$ cat src/rtl/cursor_overlay.sv
module cursor_overlay #(
  parameter int DATA_W      = 8,
  parameter int ADDR_W      = 16,
  parameter int ROW_W       = 4,
  parameter int FAST_FRAMES = 16,
  parameter int SLOW_FRAMES = 32
) (
  input  logic                  clk,
  input  logic                  rst_n,
  input  logic                  gfx_mode,
  input  logic                  cur_enable,
  input  logic                  blink_enable,
  input  logic                  blink_fast,
  input  logic [ADDR_W/2-1:0]   cur_addr_hi,
  input  logic [ADDR_W/2-1:0]   cur_addr_lo,
  input  logic [ROW_W-1:0]      band_top,
  input  logic [ROW_W-1:0]      band_bottom,
  input  logic                  frame_tick,
  input  logic [ADDR_W-1:0]     fetch_addr,
  input  logic [ROW_W-1:0]      fetch_row,
  input  logic [DATA_W-1:0]     fetch_data,
  output logic [DATA_W-1:0]     out_data,
  output logic                  cursor_shown
);
  localparam int CW = $clog2(SLOW_FRAMES + 1);
  localparam logic [CW-1:0] FAST_LIM = CW'(FAST_FRAMES);
  localparam logic [CW-1:0] SLOW_LIM = CW'(SLOW_FRAMES);

  logic [CW-1:0] frame_cnt;
  logic          phase;
  logic [CW-1:0] limit;
  logic          blinking;
  logic          addr_hit;
  logic          row_hit;
  logic          invert;

  assign blinking = cur_enable & blink_enable & ~gfx_mode;
  assign limit    = blink_fast ? FAST_LIM : SLOW_LIM;

  always_ff @(posedge clk) begin
    if (!rst_n || gfx_mode) begin
      frame_cnt <= '0;
      phase     <= 1'b0;
    end else if (frame_tick && blinking) begin
      if (frame_cnt >= limit) begin
        frame_cnt <= '0;
        phase     <= ~phase;
      end else begin
        frame_cnt <= frame_cnt + 1'b1;
      end
    end
  end

  assign cursor_shown = ~gfx_mode & cur_enable & (~blink_enable | phase);
  assign addr_hit     = (fetch_addr == {cur_addr_hi, cur_addr_lo});
  assign row_hit      = (fetch_row >= band_top) && (fetch_row <= band_bottom);
  assign invert       = cursor_shown & addr_hit & row_hit;
  assign out_data     = fetch_data ^ {DATA_W{invert}};

  // a disabled cursor never touches the data
  a_r2_off_passthru: assert property (@(posedge clk) disable iff (!rst_n)
    !cur_enable |-> (out_data == fetch_data && !cursor_shown));

  // a reversed band matches no row
  a_r6_empty_band: assert property (@(posedge clk) disable iff (!rst_n)
    (band_top > band_bottom) |-> (out_data == fetch_data));

  // the counter stays within the slow limit
  a_r8_cnt_bound: assert property (@(posedge clk) disable iff (!rst_n)
    frame_cnt <= SLOW_LIM);

  // blink state only moves on a frame strobe
  a_r9_hold_no_tick: assert property (@(posedge clk) disable iff (!rst_n)
    (!frame_tick && !gfx_mode) |=> ($stable(frame_cnt) && $stable(phase)));

  // graphics mode clears the blink state
  a_r10_gfx_clear: assert property (@(posedge clk) disable iff (!rst_n)
    gfx_mode |=> (frame_cnt == '0 && !phase));

  a_r10_gfx_hidden: assert property (@(posedge clk) disable iff (!rst_n)
    gfx_mode |-> (!cursor_shown && out_data == fetch_data));
endmodule

$ cat config.mk
export PLATFORM = sky130hd
export DESIGN_NAME = cursor_overlay
export DESIGN_NICKNAME = d
export VERILOG_FILES = /design/src/rtl/cursor_overlay.sv
export SDC_FILE = /design/constraint.sdc
export NUM_CORES = 1
export LEC_CHECK = 0
export BUFFER_PORTS_ARGS = -buffer_cell sky130_fd_sc_hd__buf_2
export CAP_MARGIN = 25
export CORE_MARGIN = 1
export CORE_UTILIZATION = 42
export DETAILED_ROUTE_END_ITERATION = 6
export GPL_ROUTABILITY_DRIVEN = 0
export PLACE_DENSITY = 0.95
export SETUP_SLACK_MARGIN = 0.5
export SLEW_MARGIN = 20
export SYNTH_ARGS = -nofsm -noshare
export SYNTH_HDL_FRONTEND = slang
export SYNTH_SLANG_ARGS = --single-unit
$ cat constraint.sdc
create_clock -name clk -period 4.4 [get_ports clk]
set_clock_uncertainty 0.15 [all_clocks]
set_input_delay 0.44 -clock clk [delete_from_list [all_inputs] [get_ports clk]]
set_output_delay 0.44 -clock clk [all_outputs]
set_load 0.01 [all_outputs]
==> impl_metrics.yaml <==
synthesis:
  synthFlopType: "dfxtp_1"
  ys_seq_area_frac: 0.167
  yosys.area.top_type: "xor2_1"
  netlist_area_um2: 841
  async_flop_share: 0
  ys_ff_latch: 7
  synth_edf_count: 0
  netlist_top_cells_count: "xor2_1, ha_1, inv_1"
  yosys_warnings: 0
  yosysUniqueCellTypes: 26
  yosys.area.top_type_share: 0.219
  syn_area_per_cell_um2: 8.49
  synth_nets: 170
  synthCells: 99
  synthTopCellsByArea: "xor2_1, ha_1, dfxtp_1, xnor2_1, inv_1"
  synth.most_common_cell: "xor2_1"
power:
  p_leak_nw: 0.634
  vdd_drop_max_mv: 0.177
  sw_frac_of_total: 0.287
  seqPwrFrac: 0.328
  intPower_w: 0.000139
  clockPowerShare: 0.295
  p_per_area_nw_per_um2: 158
  power.switching_w: 0.0000558
  power_frac_comb: 0.376
layout:
  drive_gt1_frac: 0.424
  utilization: 0.685
  diodes: 0
  area_growth_pct: 46.7
  finalNetCount: 242
route:
  drcViolationCount: 0
  vias: 951
  viasPerCell: 4.88
  drtPass1Iterations: 6
  drt_first_iter_violations: 6
  wl_mm: 2.14
  wl_per_cell_um: 11.0
  ant_nets: 0
sta:
  maxSlewViolCount: 0
  holdWs_ps: 250
  finalCriticalPeriod_ps: 3200
  setup_viol: 0
  tns_ps: 0
  hold_viol: 0
  fmax_ghz: 0.313
  slew_headroom: 0.542
  tightest_slew_ps: 687
  post-route-period-util: 0.726
  rsz0062_at_grt: "false"
place:
  dp_hpwl_mm: 1.95
  io_buffer_count: 67
job:
  cap_violations: 0
grt:
  grt_max_degree: 9
  grt_usage: 0.215
  antenna_found_initial: 0
  grt_overflow: 0
  grt_pass1_wl_mm: 3.32
  grt_pass1_vias: 920
clock_tree:
  post_cts_buffers: 0
  cts-buffers-inserted: 3
  htree_levels: 1
  cts_resized: 0
  ctsHoldBuffers: 0
  insertion_delay_ps: 250
  cts.sinks: 7
  cts_tree: "built"
  clkSlewWorstSetupHoldPaths_ps: 50
  clockBufferDepth: 2
  clockRootBuffer: "clkbuf_4"
die:
  core_area_um2: 1800
  die_x_um: 46.7
  dieArea_um2: 2180
  rows: 15
  dieHeight_um: 46.7
  start_util: 0.467
  io_pins: 68
worst_setup_path:
  path_cells: "buf_2, inv_1, ha_1, nand2b_1, a2111oi_1, or4_4, a2111oi_4, xor2_1, buf_2"
  critPathCaptureType: "output pin"
  crit_path_start_kind: "primary input"
  worstPathRequired_ps: 3810
  r2r_start: "frame_cnt[4]$_SDFFE_PP0P_"
  crit_arrival_ps: 2610
  cp_slowest_cell: "a2111oi_4"
  cp_max_fo: 8
  path_class: "primary input to output pin"
  path_common_cell: "buf_2"
  crit_path_max_incr_delay_ps: 680
  cp-startpoint: "fetch_row[0]"
run_status:
  outcome: "completed"
hold_path:
  hold_path_class: "primary input to flop"
  holdCritStartpoint: "gfx_mode"
## power by group through the flow
stage	Clock [W]	Combinational [W]	Sequential, W
floorplan	0	0.0000341	0.0000651
global placement	0	0.0000690	0.0000651
detailed placement	0	0.0000737	0.0000652
CTS	0.0000599	0.0000740	0.0000638
global route	0.0000608	0.0000820	0.0000638
finish	0.0000574	0.0000731	0.0000639
## metrics by stage
| step | cell area, µm² | instances | total power (W) | setup slack, ps |
|---|---|---|---|---|
| floorplan | 841 | 99 | 0.0000992 | 1490 |
| global placement | 1210 | 191 | 0.000134 | 1320 |
| detailed placement | 1210 | 191 | 0.000139 | 1190 |
| CTS | 1230 | 195 | 0.000198 | 1190 |
| global route | 1230 | 195 | 0.000207 | 1080 |
| finish | 1230 | 195 | 0.000194 | 1200 |
## logic make-up after synthesis
logic type	synth area share
fa+ha+maj	0.179
flops	0.167
simple gates	0.208
compound gates	0.0952
buf+inv	0.0491
xor+xnor	0.302
## sequential cells by signal, indices dropped and copies added (netlist names)
name	cells
frame_cnt	6
phase	1
## layer usage
layer  routed length, µm  global-route usage  part of all wire
met1                 785               0.181              0.37
met2                1110               0.436              0.52
met3                 184              0.0577             0.086
met4                  57               0.126             0.027
met5                   0                   0                 0
## critical path: cells and delay by family
kind | cells | cell delay [ps]
buffers and inverters | 3 | 280
and+or+nand+nor | 2 | 670
AOI/OAI and AO/OA | 2 | 760
adders and majority gates | 1 | 260
xor gates and xnor gates | 1 | 200
## worst paths after layout
check / to / slack (ps) / cells past startpoint
hold reg to reg: frame_cnt[1]$_SDFFE_PP0P_ / 370 / 2
hold / removal: phase$_SDFFE_PP0P_ / 250 / 2
setup / recovery: out_data[6] / 1200 / 9
setup reg to reg: frame_cnt[0]$_SDFFE_PP0P_ / 2700 / 7
## layout make-up
cell class / count / area (µm²)
Multi-Input combinational cell: 81 / 659
Fill cell: 142 / 568
Timing Repair Buffer: 67 / 335
Sequential cell: 7 / 140
Inverter: 11 / 41.3
Tap cell: 25 / 31.3
Clock buffer: 4 / 26.3
## placed cells by master, fill, tap and decap left out, drive strengths merged, types with 2 or more instances in the layout
cell     synthesis  routed
ha              12      12
inv             11      11
clkbuf           0       4
or4              2       2
nor3b            2       2
xnor2            8       8
buf              0      67
nand3            2       2
dfxtp            7       7
nand2            6       6
a21oi            4       4
nand4            4       4
o21ai            3       3
nor2             6       6
a2111oi          2       2
xor2            21      21
(Power assumes the default switching activity.)
